===== config.mk =====
export PLATFORM = sky130hd
export DESIGN_NAME = dc_pipe
export DESIGN_NICKNAME = d
export VERILOG_FILES = /design/src/rtl/dc_pkg.sv /design/src/rtl/dc_tag_array.sv /design/src/rtl/dc_data_array.sv /design/src/rtl/dc_bypass.sv /design/src/rtl/dc_pipe.sv
export SDC_FILE = /design/constraint.sdc
export NUM_CORES = 1
export LEC_CHECK = 0
export ABC_AREA = 0
export BUFFER_PORTS_ARGS = -buffer_cell sky130_fd_sc_hd__buf_2
export CORE_ASPECT_RATIO = 0.8
export CORE_MARGIN = 5
export CORE_UTILIZATION = 25
export CTS_BUF_LIST = sky130_fd_sc_hd__clkbuf_4 sky130_fd_sc_hd__clkbuf_8
export DETAILED_ROUTE_END_ITERATION = 12
export PLACE_DENSITY_LB_ADDON = 0.15
export SYNTH_ARGS = -nofsm -noshare
export SYNTH_HDL_FRONTEND = slang
export SYNTH_SLANG_ARGS = --single-unit

===== constraint.sdc =====
create_clock -name clk -period 4.75 [get_ports clk]
set_clock_uncertainty 0.15 [all_clocks]
set_input_delay 0.95 -clock clk [delete_from_list [all_inputs] [get_ports clk]]
set_output_delay 0.95 -clock clk [all_outputs]
set_load 0.02 [all_outputs]

===== src/rtl/dc_pkg.sv =====
package dc_pkg;

    localparam int WORD_W = 32;
    localparam int BYTES  = WORD_W / 8;

    typedef enum logic [1:0] {
        MW_IDLE  = 2'd0,
        MW_LOAD  = 2'd1,
        MW_STORE = 2'd2,
        MW_MISS  = 2'd3
    } mw_state_e;

endpackage


===== src/rtl/dc_tag_array.sv =====
module dc_tag_array #(
    parameter int LINES = 16,
    parameter int IDX_W = 4,
    parameter int TAG_W = 26
) (
    input  logic             clk,
    input  logic             rst_n,
    input  logic [IDX_W-1:0] rd_idx,
    input  logic [TAG_W-1:0] rd_tag,
    output logic             rd_hit,
    input  logic             wr_en,
    input  logic [IDX_W-1:0] wr_idx,
    input  logic [TAG_W-1:0] wr_tag
);

    logic [LINES-1:0] line_ok;
    logic [TAG_W-1:0] tag_mem [LINES];

    always_ff @(posedge clk) begin
        if (!rst_n) begin
            line_ok <= '0;
        end else if (wr_en) begin
            line_ok[wr_idx] <= 1'b1;
        end
    end

    always_ff @(posedge clk) begin
        if (wr_en) begin
            tag_mem[wr_idx] <= wr_tag;
        end
    end

    assign rd_hit = line_ok[rd_idx] && (tag_mem[rd_idx] == rd_tag);

endmodule


===== src/rtl/dc_data_array.sv =====
module dc_data_array
    import dc_pkg::*;
#(
    parameter int LINES = 16,
    parameter int IDX_W = 4
) (
    input  logic              clk,
    input  logic [IDX_W-1:0]  rd_idx,
    output logic [WORD_W-1:0] rd_word,
    input  logic              wr_en,
    input  logic [IDX_W-1:0]  wr_idx,
    input  logic [BYTES-1:0]  wr_be,
    input  logic [WORD_W-1:0] wr_word
);

    for (genvar b = 0; b < BYTES; b++) begin : g_lane
        logic [7:0] lane_mem [LINES];

        always_ff @(posedge clk) begin
            if (wr_en && wr_be[b]) begin
                lane_mem[wr_idx] <= wr_word[8*b +: 8];
            end
        end

        assign rd_word[8*b +: 8] = lane_mem[rd_idx];
    end

endmodule


===== src/rtl/dc_bypass.sv =====
module dc_bypass
    import dc_pkg::*;
(
    input  logic              collide,
    input  logic [WORD_W-1:0] arr_word,
    input  logic [WORD_W-1:0] st_word,
    input  logic [BYTES-1:0]  st_be,
    output logic [WORD_W-1:0] out_word
);

    for (genvar b = 0; b < BYTES; b++) begin : g_byte
        assign out_word[8*b +: 8] = (collide && st_be[b]) ? st_word[8*b +: 8]
                                                           : arr_word[8*b +: 8];
    end

endmodule


===== src/rtl/dc_pipe.sv =====
module dc_pipe
    import dc_pkg::*;
#(
    parameter int ADDR_W = 30,
    parameter int LINES  = 16
) (
    input  logic              clk,
    input  logic              rst_n,
    input  logic              req_valid,
    input  logic              req_store,
    input  logic [ADDR_W-1:0] req_addr,
    input  logic [31:0]       req_wdata,
    input  logic [3:0]        req_be,
    input  logic              fill_valid,
    input  logic [ADDR_W-1:0] fill_addr,
    input  logic [31:0]       fill_data,
    output logic              rsp_valid,
    output logic              rsp_store,
    output logic              rsp_hit,
    output logic              rsp_stall,
    output logic [31:0]       rsp_data
);

    localparam int IDX_W = $clog2(LINES);
    localparam int TAG_W = ADDR_W - IDX_W;

    // read stage
    logic [IDX_W-1:0]  mr_idx;
    logic [TAG_W-1:0]  mr_tag;
    logic              mr_hit;
    logic [WORD_W-1:0] mr_arr_word;
    logic [WORD_W-1:0] mr_word;
    logic              mr_collide;

    // write stage
    mw_state_e         mw_state, mw_next;
    logic [ADDR_W-1:0] mw_addr;
    logic [WORD_W-1:0] mw_wdata;
    logic [BYTES-1:0]  mw_be;
    logic [WORD_W-1:0] mw_word;
    logic              store_we;

    // array write port
    logic              arr_we;
    logic [IDX_W-1:0]  arr_widx;
    logic [BYTES-1:0]  arr_wbe;
    logic [WORD_W-1:0] arr_wword;

    assign mr_idx = req_addr[IDX_W-1:0];
    assign mr_tag = req_addr[ADDR_W-1:IDX_W];

    dc_tag_array #(
        .LINES (LINES),
        .IDX_W (IDX_W),
        .TAG_W (TAG_W)
    ) u_tags (
        .clk    (clk),
        .rst_n  (rst_n),
        .rd_idx (mr_idx),
        .rd_tag (mr_tag),
        .rd_hit (mr_hit),
        .wr_en  (fill_valid),
        .wr_idx (fill_addr[IDX_W-1:0]),
        .wr_tag (fill_addr[ADDR_W-1:IDX_W])
    );

    dc_data_array #(
        .LINES (LINES),
        .IDX_W (IDX_W)
    ) u_data (
        .clk     (clk),
        .rd_idx  (mr_idx),
        .rd_word (mr_arr_word),
        .wr_en   (arr_we),
        .wr_idx  (arr_widx),
        .wr_be   (arr_wbe),
        .wr_word (arr_wword)
    );

    // same-word load right behind a committing store
    assign mr_collide = (mw_state == MW_STORE) && req_valid && !req_store
                        && (req_addr == mw_addr);

    dc_bypass u_byp (
        .collide  (mr_collide),
        .arr_word (mr_arr_word),
        .st_word  (mw_wdata),
        .st_be    (mw_be),
        .out_word (mr_word)
    );

    // next state of the write stage
    always_comb begin
        if (!req_valid) begin
            mw_next = MW_IDLE;
        end else if (!mr_hit) begin
            mw_next = MW_MISS;
        end else if (req_store) begin
            mw_next = MW_STORE;
        end else begin
            mw_next = MW_LOAD;
        end
    end

    // state register
    always_ff @(posedge clk) begin
        if (!rst_n) begin
            mw_state <= MW_IDLE;
        end else begin
            mw_state <= mw_next;
        end
    end

    // stage boundary registers
    always_ff @(posedge clk) begin
        if (!rst_n) begin
            mw_addr  <= '0;
            mw_wdata <= '0;
            mw_be    <= '0;
            mw_word  <= '0;
        end else begin
            mw_addr  <= req_addr;
            mw_wdata <= req_wdata;
            mw_be    <= req_be;
            mw_word  <= mr_word;
        end
    end

    // outputs of the write stage
    always_comb begin
        rsp_valid = 1'b0;
        rsp_store = 1'b0;
        rsp_hit   = 1'b0;
        rsp_stall = 1'b0;
        rsp_data  = '0;
        store_we  = 1'b0;
        unique case (mw_state)
            MW_IDLE: begin
            end
            MW_LOAD: begin
                rsp_valid = 1'b1;
                rsp_hit   = 1'b1;
                rsp_data  = mw_word;
            end
            MW_STORE: begin
                rsp_valid = 1'b1;
                rsp_store = 1'b1;
                rsp_hit   = 1'b1;
                store_we  = 1'b1;
            end
            MW_MISS: begin
                rsp_valid = 1'b1;
                rsp_store = req_store_q;
                rsp_stall = 1'b1;
            end
        endcase
    end

    // kind of a missed access, kept for the response
    logic req_store_q;
    always_ff @(posedge clk) begin
        if (!rst_n) begin
            req_store_q <= 1'b0;
        end else begin
            req_store_q <= req_valid && req_store;
        end
    end

    // array write port: fill has priority
    always_comb begin
        if (fill_valid) begin
            arr_we    = 1'b1;
            arr_widx  = fill_addr[IDX_W-1:0];
            arr_wbe   = '1;
            arr_wword = fill_data;
        end else begin
            arr_we    = store_we;
            arr_widx  = mw_addr[IDX_W-1:0];
            arr_wbe   = mw_be;
            arr_wword = mw_wdata;
        end
    end

endmodule



==> results.json, run 1 <==
{
  "cp.buffers_inverters": 2,
  "combinationalPowerShare_pct": 6.1,
  "fillCellCount": 15800,
  "syn-instance-count": 1965,
  "clockBufferDepth": 3,
  "post_synth_main_area_contributors": "edfxtp_1 (69%), mux4_2 (15%), dfxtp_1 (5.8%), mux2i_1 (2.0%), and2_1 (1.5%)",
  "dr_total_vias": 20200,
  "synth_edf_count": 928,
  "tritoncts": "built",
  "pwr_density_cell_nw_per_um2": 409,
  "route.detailed.drc": 0,
  "clock_latency_ns": 0.87,
  "finalWorstSetupSlack_ns": 1.25,
  "yosys-mux-area-fraction_pct": 17.8,
  "global_route.overflow_total": 0,
  "routedWlPerCell_um": 24.7,
  "crit_start": "mw_state[0]$_SDFF_PN0_",
  "critPathCapture": "rsp_store",
  "cts-resized-gates": 0,
  "cts.repair_timing.setup_buffer_count": 0,
  "row_count": 132,
  "run_status": "finished, final reports clean",
  "fp.coreArea_um2": 162000,
  "synth_top_family_by_area": "multiplexers",
  "share_of_flip_flops_with_an_asynchronous_set_or_reset_after_synthesis_pct": 0,
  "grt_first_pass_wirelength_mm": 161,
  "drt-initial-drc-count": 1150,
  "grt_max_degree": 99,
  "hold-path-cell-count": 2,
  "worstMarginPinSlew_ns": 1.25,
  "r2r_cells": 4,
  "yosys_most_used_dff": "edfxtp_1",
  "grt.total_usage_pct": 13.3,
  "final_net_count": 2453,
  "timing.critical_path.slowest_cell_delay_ns": 0.55,
  "cts_buffers": 178,
  "mostFrequentLayoutCells": "edfxtp_1 (928), mux4_2 (267), clkbuf_8 (197)",
  "htreeDepth": 4,
  "post-synth-top-area-fraction_pct": 68.7,
  "vdd_ir_drop_max_mv": 0.253,
  "setup.worst_path.class": "flip-flop to output pin",
  "crit_path_max_fanout": 6,
  "slew-limit-headroom_pct": 16.1,
  "synth_cell_types": 52,
  "die_x_um": 460,
  "destination_of_the_worst_register_to_register_timing_path": "u_data.g_lane[1].lane_mem[7][3]$_DFFE_PP_",
  "crit_slowest_cell": "dfxtp_1",
  "die_h_um": 370,
  "mostFrequentLayoutCell": "edfxtp_1",
  "p_clk_share_pct": 41.9,
  "num_io_pins": 169,
  "synth.cell_area_um2": 40600,
  "postRouteWirelength_mm": 114,
  "post-route-period-util_pct": 73.6,
  "post-dp-hpwl_mm": 70.1,
  "finish.instance_area_um2": 48300,
  "dpl.cell_count": 4280,
  "synth_top_cell_by_area": "edfxtp_1",
  "syn-mean-instance-area_um2": 20.6,
  "p_int_mw": 15.2,
  "synth_adder_area_share_pct": 0.123,
  "report.final.slew_viol_count": 0,
  "fin_cells": 4613,
  "finalSetupViolCount": 0,
  "startpoint_type": "flip-flop",
  "cts.sinks": 1045,
  "routed_via_density": 4.37,
  "synthXorXnorAreaFrac_pct": 1.25,
  "synth-seq-cells": 1045,
  "area_growth_pct": 19.1,
  "p_leak_nw": 16.3,
  "p_switching_mw": 4.49,
  "floorplan.die_area_um2": 170000,
  "synth_compound_gate_area_share_pct": 1.09,
  "grt_setup_unrepaired": "no",
  "p_sw_share_pct": 22.8,
  "drive_gt1_share_pct": 35.5,
  "timing.critical_path.arrival_ns": 2.40,
  "final_weighted_congestion_in_routability_driven_placement": 0.719,
  "cts.reportedPaths.clkPinSlew_ns": 0.06,
  "regToRegStartpoint": "mw_state[0]$_SDFF_PN0_",
  "fraction_of_the_yosys_area_taken_by_sequential_cells_pct": 74.5,
  "initial_utilization_pct": 25.1,
  "synth_fp_nets": 2102,
  "critical_path.endpoint_type": "output pin",
  "finish.utilization_pct": 29.9,
  "pwr-share-seq_pct": 52.0,
  "placement.io_buffers": 168,
  "grt_pass1_vias": 21700,
  "ant_nets": 0,
  "ff2ff_setup_slack_ns": 1.45,
  "timing_hold_violations_final": 0,
  "cp.depth": 4,
  "finalSetupTns_ns": 0,
  "hold_path.class": "input pin to flip-flop",
  "crit_path_cell_trace": "inv_1, ha_1, a21o_1, buf_2",
  "highest_clock_rate_ghz": 0.286,
  "critPathRequiredTime_ns": 3.65,
  "yosys.area_share.simple_pct": 3.99,
  "dp_worst_setup_slack_ns": 0.511,
  "antenna_found_initial": 23,
  "cap_viol_max_count": 0,
  "period_needed_ns": 3.50,
  "synthesis.yosys.warnings": 0,
  "cts_hold_repair.buffers": 0,
  "post_dp_cell_area_um2": 44600,
  "detail_route.first_pass.iterations": 5,
  "root_buffer": "clkbuf_8",
  "crit_family": "flip-flops"
}
-- cell families (layout without fill, tap and decap cells) --
family	after synthesis	after routing
muxes	383	383
AOI/OAI and AO/OA	63	63
adders and majority gates	4	4
DFF	1045	1045
other	0	7
xor gates and xnor gates	58	58
buffers and inverters	105	602
and+or+nand+nor	307	307
-- registers in the layout, indices dropped and copies added (netlist names) --
name / cells
mw_addr: 30
mw_be: 4
mw_state: 2
mw_wdata: 32
mw_word: 32
req_store_q: 1
u_data.g_lane.lane_mem: 512
u_tags.line_ok: 16
u_tags.tag_mem: 416
-- power by group through the flow --
stage / Combinational (mW) / Clock, mW / Sequential (mW)
finish: 1.20 / 8.27 / 10.3
detailed placement: 1.24 / 0 / 10.5
global placement: 1.22 / 0 / 10.5
CTS: 1.24 / 8.60 / 10.3
floorplan: 0.728 / 0 / 10.4
global route: 1.31 / 9.02 / 10.3
-- through the flow --
stage,power (mW),hold WS [ns]
final,19.7,0.146
after global routing,20.6,0.0460
after CTS,20.1,0.00119
after detailed placement,11.7,0.302
after global placement,11.7,0.291
after floorplan,11.2,0.285
-- worst min-delay path by stage --
stage / start / endpoint
after global placement: u_tags.line_ok[10]$_SDFFE_PN0P_ / u_tags.line_ok[10]$_SDFFE_PN0P_
after global routing: req_be[1] / mw_be[1]$_SDFF_PN0_
final: req_wdata[9] / mw_wdata[9]$_SDFF_PN0_
after CTS: req_wdata[20] / mw_wdata[20]$_SDFF_PN0_
after detailed placement: u_tags.line_ok[14]$_SDFFE_PN0P_ / u_tags.line_ok[14]$_SDFFE_PN0P_
after floorplan: u_tags.line_ok[10]$_SDFFE_PN0P_ / u_tags.line_ok[10]$_SDFFE_PN0P_
-- synth_stat cells (all sizes together) (2+ instances only) --
cell / number
inv: 8
nor3: 8
o31ai: 2
and2: 98
edfxtp: 928
nand3: 8
or4: 3
nand3b: 3
and3: 4
xor2: 32
mux2: 33
a22oi: 7
nand4: 7
buf: 56
o22ai: 8
a21oi: 7
mux2i: 83
nand2b: 4
nor4: 7
nor2: 88
nand2: 32
xnor2: 26
a22o: 2
mux4: 267
a31oi: 3
o21ai: 5
nor2b: 40
ha: 4
a221oi: 4
clkbuf: 40
o21a: 16
dfxtp: 117
-- worst reg2reg max path: cells and delay by family, from the launching register on --
kind	cells	cell delay (ns)
adder cells (fa/ha/maj)	1	0.43
flip-flops	1	0.55
AO/OA/AOI/OAI	1	0.99
buffers and inverters	1	0.14
AND/OR/NAND/NOR	1	0.61
-- routing by layer --
metal	part of all wire, %	up-vias	track usage (%)	routed length [µm]
li1	-	8702	-	-
met1	45	10700	17.7	51300
met2	48	525	21.8	54800
met3	4.6	213	2.98	5290
met4	2.2	6	3.78	2560
met5	0.035	-	0	40
-- area by class of cell --
cell class                 instances  area (µm²)  area share [%]
antenna                            7        17.5          0.0363
clock buffer                     256        3150            6.52
clock inverter                    70         508            1.05
inverter                           9        36.3          0.0751
multi-input combinational        815        9950            20.6
sequential                      1045       30200            62.5
tap                             2144        2680            5.55
timing repair buffer             267        1760            3.65
No activity file was read; power rests on OpenSTA's default activity.
==> run 2, diff against run 1 <==
--- a/config.mk
+++ b/config.mk
@@ -5,7 +5,7 @@
 export SDC_FILE = /design/constraint.sdc
 export NUM_CORES = 1
 export LEC_CHECK = 0
-export ABC_AREA = 0
+export ABC_AREA = 1
 export BUFFER_PORTS_ARGS = -buffer_cell sky130_fd_sc_hd__buf_2
 export CORE_ASPECT_RATIO = 0.8
 export CORE_MARGIN = 5
==> constraint.sdc (replaced) <==
create_clock -name clk -period 3 [get_ports clk]
set_clock_uncertainty 0.15 [all_clocks]
set_input_delay 0.6 -clock clk [delete_from_list [all_inputs] [get_ports clk]]
set_output_delay 0.6 -clock clk [all_outputs]
set_load 0.02 [all_outputs]
==> results.json, run 2 <==
{
  "run_status": "finished, final reports clean",
  "report.final.slew_viol_count": 0,
  "post-route-period-util_pct": 95.8,
  "crit_slowest_cell": "dfxtp_1",
  "p_leak_nw": 21.0,
  "period_needed_ns": 2.87,
  "post-dp-hpwl_mm": 92.5,
  "post-synth-top-count-cell": "edfxtp_1",
  "grt_max_degree": 70,
  "cap_viol_max_count": 0,
  "area_growth_pct": 24.1,
  "num_io_pins": 169,
  "finalSetupViolCount": 0,
  "route.detailed.drc": 0,
  "syn-mean-instance-area_um2": 10.9,
  "fp.coreArea_um2": 172000,
  "highest_clock_rate_ghz": 0.348,
  "r2r_cells": 15,
  "destination_of_the_worst_register_to_register_timing_path": "mw_state[0]$_SDFF_PN0_",
  "dp_worst_setup_slack_ns": -0.212,
  "timing.critical_path.arrival_ns": 2.12,
  "synth_top_cell_by_area": "edfxtp_1",
  "largest_register_ff_count": 512,
  "critical_path.endpoint_type": "output pin",
  "cts.sinks": 1045,
  "fillCellCount": 17700,
  "synth.cell_area_um2": 43100,
  "synth_fp_nets": 4087,
  "dr_total_vias": 30400,
  "cts.reportedPaths.clkPinSlew_ns": 0.07,
  "drive_gt1_share_pct": 17.5,
  "hold_path.class": "input pin to flip-flop",
  "ff2ff_setup_slack_ns": 0.20,
  "root_buffer": "clkbuf_8",
  "synth-seq-cells": 1045,
  "floorplan.die_area_um2": 181000,
  "finalWorstSetupSlack_ns": 0.127,
  "die_x_um": 474,
  "pwr_density_cell_nw_per_um2": 608,
  "clockBufferDepth": 3,
  "fraction_of_the_yosys_area_taken_by_sequential_cells_pct": 70.1,
  "mostFrequentLayoutCells": "edfxtp_1 (928), nand2_1 (876), nor2_1 (529)",
  "ys_top_cells_by_count": "edfxtp_1 (928), nand2_1 (877), nor2_1 (548)",
  "crit_path_max_fanout": 32,
  "initial_utilization_pct": 25.1,
  "vdd_ir_drop_max_mv": 0.315,
  "routed_via_density": 4.40,
  "postRouteWirelength_mm": 146,
  "tritoncts": "built",
  "row_count": 136,
  "die_h_um": 381,
  "syn-instance-count": 3950,
  "share_of_flip_flops_with_an_asynchronous_set_or_reset_after_synthesis_pct": 0,
  "reg.largest.list": "u_data.g_lane.lane_mem (512), u_tags.tag_mem (416)",
  "yosys_most_used_dff": "edfxtp_1",
  "area.sequential_um2": 30200,
  "ant_nets": 0,
  "synth_edf_count": 928,
  "grt.total_usage_pct": 15.9,
  "critPathRequiredTime_ns": 2.25,
  "post_synth_main_area_contributors": "edfxtp_1 (65%), nand2_1 (7.6%), dfxtp_1 (5.4%), nor2_1 (4.8%), o21ai_0 (3.7%)",
  "mostFrequentLayoutCell": "edfxtp_1",
  "timing.critical_path.slowest_cell_delay_ns": 0.33,
  "synth_cell_types": 39,
  "post-synth-top-area-fraction_pct": 64.7,
  "placement.io_buffers": 168,
  "clock_latency_ns": 0.91,
  "regToRegStartpoint": "u_tags.tag_mem[4][23]$_DFFE_PP_",
  "crit_path_cell_trace": "inv_1, ha_2, buf_12, nand2_2, inv_1, buf_2",
  "worstMarginPinSlew_ns": 0.722,
  "cts_buffers": 183,
  "global_route.overflow_total": 0,
  "slew-limit-headroom_pct": 51.8,
  "htreeDepth": 4,
  "multiInputGateArea_um2": 10600,
  "timing_hold_violations_final": 0,
  "cell_occurring_most_often_along_the_worst_timing_path": "inv_1",
  "final_weighted_congestion_in_routability_driven_placement": 0.787,
  "detail_route.first_pass.iterations": 6,
  "antenna_found_initial": 3,
  "largest-register": "u_data.g_lane.lane_mem",
  "setup.worst_path.class": "flip-flop to output pin",
  "grt_pass1_vias": 30300,
  "final_net_count": 4603,
  "drt-initial-drc-count": 2104,
  "grt_setup_unrepaired": "yes",
  "startpoint_type": "flip-flop",
  "cts.repair_timing.setup_buffer_count": 0,
  "synthesis.yosys.warnings": 0,
  "design_power_total_mw": 32.5,
  "routedWlPerCell_um": 21.2,
  "crit_start": "mw_state[1]$_SDFF_PN0_",
  "critPathCapture": "rsp_data[26]",
  "grt_first_pass_wirelength_mm": 212
}
-- run 2: logic make-up (layout without fill, tap and decap cells) --
logic type	Yosys count	in the layout	share of synthesized area, %
AND/OR/NAND/NOR	1747	1747	16.3
flip-flops	1045	1045	70.1
buffers and inverters	588	1262	5.70
AO/OA/AOI/OAI	544	544	7.31
XOR/XNOR	22	22	0.447
adder cells (fa/ha/maj)	4	4	0.116
other	0	4	0
-- run 2: routing by layer --
| metal | track usage, % | share of wire [%] |
|---|---|---|
| met5 | 0 | 0 |
| met4 | 4.53 | 2.4 |
| met3 | 2.86 | 4.6 |
| met2 | 24.1 | 44 |
| met1 | 23.1 | 49 |
-- run 2: how the worst min path moves through the flow --
stage,start,endpoint,slack (ns),cells past startpoint
2_1_floorplan,u_tags.line_ok[14]$_SDFFE_PN0P_,u_tags.line_ok[14]$_SDFFE_PN0P_,0.28,2
6_report,fill_data[14],u_data.g_lane[1].lane_mem[13][6]$_DFFE_PP_,0.11,4
5_1_grt,fill_data[14],u_data.g_lane[1].lane_mem[13][6]$_DFFE_PP_,0.05,4
3_3_place_gp,u_tags.line_ok[2]$_SDFFE_PN0P_,u_tags.line_ok[2]$_SDFFE_PN0P_,0.30,2
4_1_cts,fill_data[22],u_data.g_lane[2].lane_mem[7][6]$_DFFE_PP_,0.0002,4
3_5_place_dp,u_tags.line_ok[14]$_SDFFE_PN0P_,u_tags.line_ok[14]$_SDFFE_PN0P_,0.31,2
-- run 2: power by group --
group          total, mW  internal, mW  switching [mW]  leakage [nW]
combinational       2.78         0.894            1.89          9.57
clock               13.4          7.21            6.21          1.99
sequential          16.3          16.2          0.0960          9.45
total               32.5          24.3            8.20          21.0
-- run 2: through the flow --
| stage | std cells | area [µm²] | utilization [%] | TNS, ns | hold WS [ns] |
|---|---|---|---|---|---|
| 5_1_grt | 6904 | 53500 | 31.2 | -0.107 | 0.0510 |
| 6_report | 6905 | 53500 | 31.2 | 0 | 0.106 |
| 4_1_cts | 6901 | 53400 | 31.2 | -0.0217 | 0.000161 |
| 2_1_floorplan | 3950 | 43100 | - | 0 | 0.283 |
| 3_5_place_dp | 6460 | 48700 | 28.4 | -26.50 | 0.306 |
| 3_3_place_gp | 6460 | 48700 | 28.4 | -21.65 | 0.302 |
-- run 2: repair_timing --
| action | 4_1_cts | 5_1_grt |
|---|---|---|
| endpoints found under the hold margin | 530 | 0 |
| endpoints found under the setup margin | 4 | 6 |
| resized for setup | 5 | 10 |
| gates cloned | 0 | 1 |
| hold buffers | 98 | 0 |
-- run 2: area by class of cell --
| class | instances | share of cell area, % |
|---|---|---|
| clock buffers | 272 | 6.09 |
| diodes | 4 | 0.0187 |
| repair buffers | 552 | 8.77 |
| flip-flops and latches | 1045 | 56.5 |
| clock inverters | 71 | 0.945 |
| inverters | 367 | 2.61 |
| well taps | 2277 | 5.33 |
| multi-input cells | 2317 | 19.8 |
-- run 2: worst max-delay path, delay by kind of cell, from the launching register on --
kind | cells | cell delay, ns
flops | 1 | 0.33
buf+inv | 4 | 0.52
simple gates | 1 | 0.14
fa+ha+maj | 1 | 0.19
